### config.mk
export PLATFORM = sky130hd
export DESIGN_NAME = pwm_ratio_duty_gen
export DESIGN_NICKNAME = d
export VERILOG_FILES = /design/src/rtl/pwm_ratio_pkg.sv /design/src/rtl/pwm_code_latch.sv /design/src/rtl/pwm_ratio_div.sv /design/src/rtl/pwm_carrier.sv /design/src/rtl/pwm_ratio_duty_gen.sv
export SDC_FILE = /design/constraint.sdc
export NUM_CORES = 1
export LEC_CHECK = 0
export BUFFER_PORTS_ARGS = -buffer_cell sky130_fd_sc_hd__buf_2
export CAP_MARGIN = 10
export CELL_PAD_IN_SITES_DETAIL_PLACEMENT = 1
export CELL_PAD_IN_SITES_GLOBAL_PLACEMENT = 1
export CORE_MARGIN = 2
export CORE_UTILIZATION = 46
export CTS_BUF_LIST = sky130_fd_sc_hd__clkbuf_4
export DETAILED_ROUTE_END_ITERATION = 8
export PLACE_DENSITY = 0.78
export SETUP_SLACK_MARGIN = 0.05
export SYNTH_ARGS = -nofsm -noshare
export SYNTH_HDL_FRONTEND = slang
export SYNTH_HIERARCHICAL = 1
export SYNTH_SLANG_ARGS = --single-unit
export TNS_END_PERCENT = 5
### constraint.sdc
create_clock -name clk -period 4.5 [get_ports clk]
set_clock_uncertainty 0.1 [all_clocks]
set_input_delay 0.45 -clock clk [delete_from_list [all_inputs] [get_ports clk]]
set_output_delay 0.45 -clock clk [all_outputs]
set_load 0.05 [all_outputs]
### src/rtl/pwm_ratio_pkg.sv
// Shared types for the ratio-controlled PWM generator.
// Assumes: nothing beyond IEEE 1800-2017 synthesizable subset.
package pwm_ratio_pkg;
    typedef enum logic {
        DIV_IDLE = 1'b0,
        DIV_RUN  = 1'b1
    } div_state_t;
endpackage

### src/rtl/pwm_code_latch.sv
// Holds the setting and supply codes sampled on code_valid and raises the
// setting code to a floor before it reaches the divider.
// Assumes: codes are stable in the cycle code_valid is high.
module pwm_code_latch #(
    parameter int CODE_W     = 8,
    parameter int FLOOR_CODE = 30
) (
    input  logic              clk,
    input  logic              rst_n,
    input  logic              code_valid,
    input  logic [CODE_W-1:0] vref_in,
    input  logic [CODE_W-1:0] vsup_in,
    output logic [CODE_W-1:0] vref_eff,
    output logic [CODE_W-1:0] vsup_held
);
    logic [CODE_W-1:0] ref_q;

    // Capture both codes only when the strobe is present.
    always_ff @(posedge clk) begin
        if (!rst_n) begin
            ref_q     <= '0;
            vsup_held <= '0;
        end else if (code_valid) begin
            ref_q     <= vref_in;
            vsup_held <= vsup_in;
        end
    end

    // Raise a setting below the usable floor up to the floor.
    always_comb begin
        vref_eff = (ref_q < CODE_W'(FLOOR_CODE)) ? CODE_W'(FLOOR_CODE) : ref_q;
    end

    // without the strobe the held codes keep their value.
    assert_hold_without_strobe_R8: assert property (@(posedge clk) disable iff (!rst_n)
        !code_valid |=> ($stable(ref_q) && $stable(vsup_held)));
endmodule

### src/rtl/pwm_ratio_div.sv
// Computes the on-cycle count floor(num * PERIOD / den) with a restoring
// divider that retires one quotient bit per clock. Saturated and zero
// cases finish at once. Result is held until the next start.
// Assumes: start comes no more often than once per PERIOD cycles, which is
// far longer than NUM_W cycles.
module pwm_ratio_div
    import pwm_ratio_pkg::*;
#(
    parameter int CODE_W = 8,
    parameter int PERIOD = 2000,
    parameter int Q_W    = 11,
    parameter int NUM_W  = 19
) (
    input  logic              clk,
    input  logic              rst_n,
    input  logic              start,
    input  logic [CODE_W-1:0] num_code,
    input  logic [CODE_W-1:0] den_code,
    output logic [Q_W-1:0]    quot
);
    localparam int STEP_W = $clog2(NUM_W + 1);

    div_state_t        state;
    logic [CODE_W:0]   rem;
    logic [CODE_W:0]   rem_sh;
    logic [CODE_W:0]   rem_nx;
    logic [NUM_W-1:0]  acc;
    logic [NUM_W-1:0]  acc_nx;
    logic [CODE_W-1:0] den_q;
    logic [STEP_W-1:0] step;
    logic              fits;

    // One restoring step: shift in the next dividend bit, subtract if it fits.
    always_comb begin
        rem_sh = {rem[CODE_W-1:0], acc[NUM_W-1]};
        fits   = (rem_sh >= {1'b0, den_q});
        rem_nx = fits ? (rem_sh - {1'b0, den_q}) : rem_sh;
        acc_nx = {acc[NUM_W-2:0], fits};
    end

    // Sequencer: launch, iterate NUM_W steps, publish the quotient.
    always_ff @(posedge clk) begin
        if (!rst_n) begin
            state <= DIV_IDLE;
            rem   <= '0;
            acc   <= '0;
            den_q <= '0;
            step  <= '0;
            quot  <= '0;
        end else if (state == DIV_IDLE) begin
            if (start) begin
                if (den_code == '0) begin
                    quot <= '0;
                end else if (num_code >= den_code) begin
                    quot <= Q_W'(PERIOD);
                end else begin
                    acc   <= NUM_W'(num_code) * NUM_W'(PERIOD);
                    rem   <= '0;
                    den_q <= den_code;
                    step  <= '0;
                    state <= DIV_RUN;
                end
            end
        end else begin
            rem  <= rem_nx;
            acc  <= acc_nx;
            step <= step + 1'b1;
            if (step == STEP_W'(NUM_W - 1)) begin
                quot  <= acc_nx[Q_W-1:0];
                state <= DIV_IDLE;
            end
        end
    end

    // a boundary never finds the divider still working.
    assert_ready_at_boundary_R10: assert property (@(posedge clk) disable iff (!rst_n)
        start |-> (state == DIV_IDLE));
    // the published count never exceeds one full period.
    assert_quot_bound_R4: assert property (@(posedge clk) disable iff (!rst_n)
        quot <= Q_W'(PERIOD));
endmodule

### src/rtl/pwm_carrier.sv
// Free-running carrier counter; marks the first cycle of each period.
// Assumes: PERIOD >= 2. Counter is held at zero while enable is low.
module pwm_carrier #(
    parameter int PERIOD = 2000,
    parameter int CNT_W  = 11
) (
    input  logic             clk,
    input  logic             rst_n,
    input  logic             enable,
    output logic [CNT_W-1:0] cnt,
    output logic             period_start
);
    // Count 0..PERIOD-1 while running, park at zero otherwise.
    always_ff @(posedge clk) begin
        if (!rst_n || !enable) begin
            cnt <= '0;
        end else if (cnt == CNT_W'(PERIOD - 1)) begin
            cnt <= '0;
        end else begin
            cnt <= cnt + 1'b1;
        end
    end

    // Boundary marker for the first cycle of a period.
    always_comb begin
        period_start = enable && (cnt == '0);
    end

    // the counter stays inside one period.
    assert_cnt_bound_R1: assert property (@(posedge clk) disable iff (!rst_n)
        cnt < CNT_W'(PERIOD));
    // a disable always returns the counter to zero.
    assert_cnt_cleared_R7: assert property (@(posedge clk) disable iff (!rst_n)
        !enable |=> (cnt == '0));
endmodule

### src/rtl/pwm_ratio_duty_gen.sv
// Top level: PWM whose on-duty is the ratio of a setting code to a supply
// code, updated only at carrier boundaries. pwm_on is registered.
// Assumes: codes in a common unit; FLOOR_CODE expresses the lowest usable
// setting in that unit.
module pwm_ratio_duty_gen #(
    parameter int CLK_HZ     = 50_000_000,
    parameter int CARRIER_HZ = 25_000,
    parameter int CODE_W     = 8,
    parameter int FLOOR_CODE = 30
) (
    input  logic              clk,
    input  logic              rst_n,
    input  logic              enable,
    input  logic [CODE_W-1:0] vref_code,
    input  logic [CODE_W-1:0] vsup_code,
    input  logic              code_valid,
    output logic              pwm_on,
    output logic              period_start
);
    localparam int PERIOD = CLK_HZ / CARRIER_HZ;
    localparam int CNT_W  = $clog2(PERIOD + 1);
    localparam int NUM_W  = CODE_W + CNT_W;

    logic [CODE_W-1:0] vref_eff;
    logic [CODE_W-1:0] vsup_held;
    logic [CNT_W-1:0]  cnt;
    logic [CNT_W-1:0]  div_q;
    logic [CNT_W-1:0]  thr_q;
    logic [CNT_W-1:0]  thr_cur;

    pwm_code_latch #(.CODE_W(CODE_W), .FLOOR_CODE(FLOOR_CODE)) u_codes (
        .clk        (clk),
        .rst_n      (rst_n),
        .code_valid (code_valid),
        .vref_in    (vref_code),
        .vsup_in    (vsup_code),
        .vref_eff   (vref_eff),
        .vsup_held  (vsup_held)
    );

    pwm_carrier #(.PERIOD(PERIOD), .CNT_W(CNT_W)) u_carrier (
        .clk          (clk),
        .rst_n        (rst_n),
        .enable       (enable),
        .cnt          (cnt),
        .period_start (period_start)
    );

    pwm_ratio_div #(.CODE_W(CODE_W), .PERIOD(PERIOD), .Q_W(CNT_W), .NUM_W(NUM_W)) u_div (
        .clk      (clk),
        .rst_n    (rst_n),
        .start    (period_start),
        .num_code (vref_eff),
        .den_code (vsup_held),
        .quot     (div_q)
    );

    // Threshold in force this cycle; a boundary takes the fresh quotient.
    always_comb begin
        thr_cur = period_start ? div_q : thr_q;
    end

    // Load the threshold only at carrier boundaries.
    always_ff @(posedge clk) begin
        if (!rst_n) begin
            thr_q <= '0;
        end else if (period_start) begin
            thr_q <= div_q;
        end
    end

    // Registered on-phase: high for the first thr_cur counts of the period.
    always_ff @(posedge clk) begin
        if (!rst_n) begin
            pwm_on <= 1'b0;
        end else begin
            pwm_on <= enable && (cnt < thr_cur);
        end
    end

    // disable turns the output off at the next edge.
    assert_off_after_disable_R7: assert property (@(posedge clk) disable iff (!rst_n)
        !enable |=> !pwm_on);
    // the threshold moves only right after a boundary.
    assert_thr_at_boundary_R6: assert property (@(posedge clk) disable iff (!rst_n)
        !$stable(thr_q) |-> $past(period_start));
    // a zero-supply result holds the output off through the period.
    assert_zero_duty_R5: assert property (@(posedge clk) disable iff (!rst_n)
        (thr_q == '0 && !period_start) |=> !pwm_on);
endmodule

==> impl_results.md, run 1 <==
- Detailed Routing Iterations Pass 1: 4
- Critical path startpoint category: flip-flop
- Warnings from Yosys: 6
- Clock Tree Buf Depth: 2
- CP peak stage delay: 0.55 ns
- Mapped Nets: 760
- Reg-to-reg startpoint: u_codes/ref_q[7]
- Yosys top cell area share: 30.3%
- Filler Cells Inserted: 1493
- Hold depth: 3
- Critical Path Source: u_codes/ref_q[7]
- Min-Delay Path Class: in -> reg
- Combinational Power Share: 59.1%
- Final period utilization: 99.7%
- Via count: 4676
- Syn avg cell area: 9.25 um^2
- Worst EP required: 4.77 ns
- Worst-Skew Late Latency: 0.48 ns
- Die Area: 14000 um^2
- Async S/R FF share, synth: 0%
- Pin count of the biggest net entering global routing: 43
- Int Power: 1.89 mW
- Hold Crit Endpoint: u_codes/ref_q[6]
- Max VDD drop: 0.428 mV
- GPL Wtd Cong: 0.898
- Endpoints failing setup: 0
- Commonest cells in the netlist: dfxtp_1 (91), ha_1 (69), inv_1 (63)
- CTS Root Cell: clkbuf_4
- Critical-path top delay cell: fa_1
- Post-Layout Cell Count: 862
- Gr usage total: 21.3%
- Top cell type by total area after synthesis: dfxtp_1
- Io pins: 22
- Leak: 2.76 nW
- Core region area: 12700 um^2
- GRT overflow: 0
- Status: finished, final reports clean
- Final Power: 3.28 mW
- R2R cell count: 16
- Placed Cells: 839
- CTS H-tree lvls: 3
- Critical Path AT: 4.76 ns
- Layout Nets: 794
- Sink Count: 91
- Routed Antenna Nets: 0
- Seq pwr share: 28.0%
- Routed vias/inst: 5.42
- Fmax: 223 MHz
- RR Endpoint: u_div/acc[16]
- Top FF cell, synth: dfxtp_1
- Initial antenna violation count: 2
- Hold slack: 0.129 ns
- Dpl cell area: 6350 um^2
- P_sw: 1.39 mW
- Max-slew headroom: 35.3%
- # DRC: 0
- Pwr/cell area: 490 nW/um^2
- FF+latch count, synth: 91
- Dominant cells by area after synthesis: dfxtp_1 (30%), ha_1 (14%), fa_1 (7.3%)
- Die Span X: 118 um
- Critical path class: reg -> reg
- Sequential area share after synthesis: 30.3%
- CP cell instances: nor3_4, or2_4, fa_2, xor2_2, ha_2, inv_2, fa_1, fa_1, inv_2, ha_4, nand2_1, o211ai_1, or4_1, a41oi_2, xor2_1, o22ai_1
- Max cap viols: 0
- Setup TNS: 0 ns
- Hpwl dp: 10.9 mm
- Number of global-route vias before repair: 5017
- Synthesized cell area: 6000 um^2
- Final Hold Fails: 0
- CP delay by family, top: adder cells
- Count leader, synth: dfxtp_1
- Switch share: 42.5%
- Clock transition at path regs: 0.15 ns
- R2R setup slack: 0.01 ns
- Initial core utilization: 47.4%
- CP Max Fanout: 5
- Initial DRC Count: 187
- Share of cells above drive strength 1: 17.9%
- CTS tree: built
- Final Cell Area: 6690 um^2
- Routed WL per cell: 16.9 um
- RSZ-0062 raised after global routing: true
- Min cycle time layout: 4.49 ns
- Worst Hold Launch: vref_code[6]
- Number of synthesized flops with an enable pin: 0
- Pins Over Slew Limit: 0
- Cts bufs inserted: 9
- Worst slew pin tran: 0.960 ns
- Clock share of power: 12.9%
- Library cells used by synthesis: 68
- CP endpoint kind: flip-flop
- Post-Synthesis Cells: 649
- First-pass GRT wire length: 24.4 mm
- Die Y: 118 um
- Layout area overhead: 11.4%
- CTS Hold Bufs: 0
- Num rows: 41
- Crit path buf inv count: 2
- Port Buf Inserts: 21
- Post-Route WL: 14.5 mm
[metal layers]
metal	vias to the layer above	GRT usage (%)	share of wire, %	routed length (um)
li1	2311	-	-	-
met3	28	2.85	1.5	222
met4	0	8.81	2.4	353
met5	-	0	0	0
met1	2284	26.5	45	6510
met2	53	36.9	51	7460
[stage by stage]
step | util, % | setup slack, ns
floorplan | - | 0.0518
global placement | 50.1 | 0.00404
detailed placement | 50.1 | -0.200
CTS | 52.0 | 0.0159
global route | 52.8 | -0.176
finish | 52.8 | 0.0146
[logic make-up after synthesis]
logic type / share of synthesized area, %
fa+ha+maj: 21.7
xor+xnor: 3.65
compound gates: 14.5
flops: 30.3
mux: 7.17
buf+inv: 6.50
simple gates: 16.1
[what timing repair did]
item | CTS | global route
hold endpoints to repair | 0 | 0
setup buffers | 4 | 1
setup endpoints to repair | 6 | 7
resized for setup | 20 | 22
pin swaps | 20 | 14
[state kept, by name (all words and copies together), names as in the netlist]
signal and cells:
u_div/rem 8, u_codes/ref_q 8, u_div/step 5, u_div/quot 11, u_div/acc 19, u_carrier/cnt 11
u_div/state 1, pwm_on 1, u_div/den_q 8, u_codes/vsup_held 8, thr_q 11
[cells in the final DEF, fill, tap and decap left out, types with 3 or more instances in the layout]
| cell type | count |
|---|---|
| o21ai_0 | 24 |
| xnor2_1 | 14 |
| a21oi_2 | 11 |
| ha_4 | 4 |
| inv_2 | 4 |
| nand2_1 | 40 |
| nor2_1 | 45 |
| mux2i_1 | 43 |
| o21ai_1 | 7 |
| a211oi_1 | 7 |
| dfxtp_1 | 88 |
| nor2b_1 | 29 |
| fa_1 | 21 |
| xor2_1 | 10 |
| clkbuf_4 | 9 |
| nand3_2 | 3 |
| buf_4 | 26 |
| ha_2 | 4 |
| dfxtp_2 | 3 |
| inv_1 | 59 |
| nor4_1 | 4 |
| or2_4 | 3 |
| ha_1 | 61 |
| a31oi_1 | 3 |
| clkinvlp_4 | 3 |
| nand4_1 | 9 |
| nor3b_1 | 7 |
| o21a_1 | 3 |
| a21o_1 | 5 |
| nand3_1 | 10 |
| nand2b_1 | 4 |
| a22o_1 | 7 |
| buf_2 | 21 |
| and2b_1 | 3 |
| a21oi_1 | 33 |
| or2_2 | 3 |
[worst reg2reg max path, delay by kind of cell (launching register included)]
family | cells | cell delay, ns
xor+xnor | 2 | 0.34
simple gates | 4 | 1.03
compound gates | 3 | 0.45
fa+ha+maj | 5 | 2.01
buf+inv | 2 | 0.10
flops | 1 | 0.36
[area by class of cell]
cell class	count	area (um^2)	share of cell area (%)
multi-input cells	470	3980	59.5
clock inverters	7	53.8	0.804
diodes	2	5.00	0.0748
repair buffers	47	300	4.49
flip-flops and latches	91	1830	27.3
inverters	64	240	3.59
well taps	172	215	3.22
clock buffers	9	67.6	1.01
[power by group through the flow]
stage          Combinational, mW  Sequential, mW  Clock, mW
2_1_floorplan               1.10           0.924          0
6_report                    1.94           0.918      0.424
3_3_place_gp                1.41           0.930          0
5_1_grt                     2.13           0.927      0.471
3_5_place_dp                1.49           0.933          0
4_1_cts                     1.70           0.916      0.435
[how the worst max path moves through the flow]
stage | to | slack [ns] | cells after the start
2_1_floorplan | u_div/acc[16] | 0.05 | 15
3_3_place_gp | u_div/acc[16] | 0.004 | 15
3_5_place_dp | u_div/acc[16] | -0.20 | 16
4_1_cts | u_div/acc[16] | 0.02 | 15
5_1_grt | u_div/acc[16] | -0.18 | 17
6_report | u_div/acc[16] | 0.01 | 16
(Power assumes the default switching activity.)
==> inputs of run 2 (changes only) <==
--- a/config.mk
+++ b/config.mk
@@ -10,13 +10,11 @@
 export CELL_PAD_IN_SITES_DETAIL_PLACEMENT = 1
 export CELL_PAD_IN_SITES_GLOBAL_PLACEMENT = 1
 export CORE_MARGIN = 2
-export CORE_UTILIZATION = 46
-export CTS_BUF_LIST = sky130_fd_sc_hd__clkbuf_4
+export CORE_UTILIZATION = 44
 export DETAILED_ROUTE_END_ITERATION = 8
-export PLACE_DENSITY = 0.78
+export PLACE_DENSITY_LB_ADDON = 0.1
 export SETUP_SLACK_MARGIN = 0.05
 export SYNTH_ARGS = -nofsm -noshare
 export SYNTH_HDL_FRONTEND = slang
 export SYNTH_HIERARCHICAL = 1
 export SYNTH_SLANG_ARGS = --single-unit
-export TNS_END_PERCENT = 5
==> run 2 against run 1 <==
  * Setup slack gained 0.0063 ns
  * Sequential power is essentially flat
  * Largest cell class unchanged
  * Global-route usage decreased by 0.50 points
  * Utilization shrank 2.0 points
  * First-iteration DRC count is 19% lower
  * Highest routed layer unchanged
  * Die area up 4.4%
  * Critical path type unchanged
  * Design area rose by 0.92%
==> impl_results.md, run 2 (synthesis results as in run 1) <==
- Status: finished, final reports clean (unchanged)
- Worst slew pin tran: 0.705 ns (was 0.960 ns)
- Dpl cell area: 6340 um^2 (was 6350 um^2)
- CTS Hold Bufs: 0 (unchanged)
- Largest register FFs: 19 (unchanged)
- Critical Path AT: 4.59 ns (was 4.76 ns)
- Routed vias/inst: 5.38 (was 5.42)
- Reg-to-reg startpoint: u_codes/ref_q[7] (unchanged)
- Combinational Power Share: 51.0% (was 59.1%)
- Sink Count: 91 (unchanged)
- Endpoints failing setup: 0 (unchanged)
- Share of cells above drive strength 1: 15.5% (was 17.9%)
- Initial DRC Count: 152 (was 187)
- Int Power: 2.10 mW (was 1.89 mW)
- CTS tree: built (unchanged)
- Post-Route WL: 14.4 mm (was 14.5 mm)
- CP Max Fanout: 5 (unchanged)
- GPL Wtd Cong: 0.820 (was 0.898)
- Routed Antenna Nets: 0 (unchanged)
- Initial antenna violation count: 0 (was 2)
- Io pins: 22 (unchanged)
- P_sw: 1.33 mW (was 1.39 mW)
- Leak: 2.79 nW (was 2.76 nW)
- Via count: 4617 (was 4676)
- Worst EP required: 4.61 ns (was 4.77 ns)
- Die Area: 14600 um^2 (was 14000 um^2)
- Number of global-route vias before repair: 4975 (was 5017)
- RSZ-0062 raised after global routing: true (unchanged)
- Placed Cells: 841 (was 839)
- Num rows: 42 (was 41)
- CTS H-tree lvls: 3 (unchanged)
- Detailed Routing Iterations Pass 1: 4 (unchanged)
- Die Y: 121 um (was 118 um)
- Critical path startpoint category: flip-flop (unchanged)
- Most frequent cells in the layout: dfxtp_1 (88), ha_1 (63), inv_1 (59) (was dfxtp_1 (88), ha_1 (61), inv_1 (59))
- ANT cells: 0 (was 2)
- Most flops, register: u_div/acc (unchanged)
- Clock transition at path regs: 0.07 ns (was 0.15 ns)
- CP cell instances: nor3_4, or2_4, fa_1, inv_1, fa_1, fa_1, fa_1, inv_2, ha_4, nand3_2, o211ai_1, or4_4, a41oi_2, xor2_1, o22ai_1 (was nor3_4, or2_4, fa_2, xor2_2, ha_2, inv_2, fa_1, fa_1, inv_2, ha_4, nand2_1, o211ai_1, or4_1, a41oi_2, xor2_1, o22ai_1)
- Layout area overhead: 12.4% (was 11.4%)
- Critical Path Source: u_codes/ref_q[7] (unchanged)
- Layout Nets: 788 (was 794)
- Core region area: 13300 um^2 (was 12700 um^2)
- Min-Delay Path Class: in -> reg (unchanged)
- Port Buf Inserts: 21 (unchanged)
- Routed WL per cell: 16.8 um (was 16.9 um)
- Clock share of power: 22.3% (was 12.9%)
- Final Hold Fails: 0 (unchanged)
- Filler Cells Inserted: 1527 (was 1493)
- Seq pwr share: 26.8% (was 28.0%)
- Pin count of the biggest net entering global routing: 43 (unchanged)
- Worst-Skew Late Latency: 0.35 ns (was 0.48 ns)
- Setup TNS: 0 ns (unchanged)
- First-pass GRT wire length: 24.3 mm (was 24.4 mm)
- Min cycle time layout: 4.48 ns (was 4.49 ns)
- Die Span X: 121 um (was 118 um)
- Hpwl dp: 10.9 mm (about the same)
- Critical-path top delay cell: fa_1 (unchanged)
- Max VDD drop: 0.299 mV (was 0.428 mV)
- GRT overflow: 0 (unchanged)
- Post-Layout Cell Count: 858 (was 862)
- Initial core utilization: 45.2% (was 47.4%)
- # DRC: 0 (unchanged)
- Switch share: 38.8% (was 42.5%)
- Fmax: 223 MHz (about the same)
- Final Power: 3.43 mW (was 3.28 mW)
- Hold slack: 0.264 ns (was 0.129 ns)
- Pins Over Slew Limit: 0 (unchanged)
- Most common cell after layout, fill and taps aside: dfxtp_1 (unchanged)
- Final Cell Area: 6750 um^2 (was 6690 um^2)
- Gr usage total: 20.8% (was 21.3%)
- Worst Hold Launch: vref_code[0] (was vref_code[6])
- Max-slew headroom: 53.0% (was 35.3%)
- CP dominant cell by count: fa_1
- Critical path class: reg -> reg (unchanged)
- CP endpoint kind: flip-flop (unchanged)
- CP peak stage delay: 0.55 ns (about the same)
- Final period utilization: 99.5% (was 99.7%)
- Clock Tree Buf Depth: 2 (unchanged)
- Cts bufs inserted: 9 (unchanged)
- CTS Root Cell: clkbuf_16 (was clkbuf_4)
- Max cap viols: 0 (unchanged)
- Pwr/cell area: 508 nW/um^2 (was 490 nW/um^2)
## run 2: cell count changes in the layout (fill, tap and decap cells not counted), moves of 3 or more
cell / change
clkbuf_16: +9
o21ai_0: +3
clkbuf_4: -9
buf_4: -6
## run 2: repair_timing
| item | in CTS | in global routing |
|---|---|---|
| setup buffers | 1 | 0 |
| pin swaps | 15 | 11 |
| resized for setup | 18 | 9 |
| setup endpoints to repair | 4 | 6 |
## run 2: worst max-delay path: cells and delay by family (launching register included)
kind / cells / cell delay [ns]
simple gates: 4 / 0.90
compound gates: 3 / 0.44
fa+ha+maj: 5 / 2.27
flops: 1 / 0.36
xor+xnor: 1 / 0.18
buf+inv: 2 / 0.10
## run 2: layout make-up
type | count | area (um^2) | area share (%)
multi-input cells | 470 | 3920 | 58.0
clock buffers | 11 | 233 | 3.45
flip-flops and latches | 91 | 1830 | 27.0
clock inverters | 5 | 61.3 | 0.908
inverters | 64 | 240 | 3.56
repair buffers | 41 | 255 | 3.78
well taps | 176 | 220 | 3.26
## run 2: metrics by stage
step                      util (%)  worst slack, ns
after floorplan                  -           0.0518
after global placement        47.7          -0.0150
after detailed placement      47.7           -0.206
after CTS                     50.5           0.0473
after global routing          50.8           -0.177
final                         50.8           0.0209
## run 2: power groups by stage
stage / registers (mW) / logic (mW) / clock network [mW]
detailed placement: 0.935 / 1.51 / 0
global route: 0.926 / 1.94 / 0.821
CTS: 0.918 / 1.68 / 0.779
global placement: 0.931 / 1.44 / 0
finish: 0.917 / 1.75 / 0.763
floorplan: 0.924 / 1.10 / 0
## run 2: final timing paths
check / endpoint / slack, ns / depth (start not counted)
min reg2reg: u_div/acc[14] / 0.37 / 2
max: u_div/acc[16] / 0.02 / 15
min: u_codes/ref_q[0] / 0.26 / 3
max reg2reg: u_div/acc[16] / 0.02 / 15
## run 2: layer usage
layer / wire (um) / GRT usage, % / part of all wire [%] / vias to the layer above
li1: - / - / - / 2296
met1: 6500 / 25.7 / 45 / 2262
met5: 0 / 0 / 0 / -
met3: 295 / 3.11 / 2.1 / 18
met2: 7350 / 37.3 / 51 / 41
met4: 238 / 6.10 / 1.7 / 0
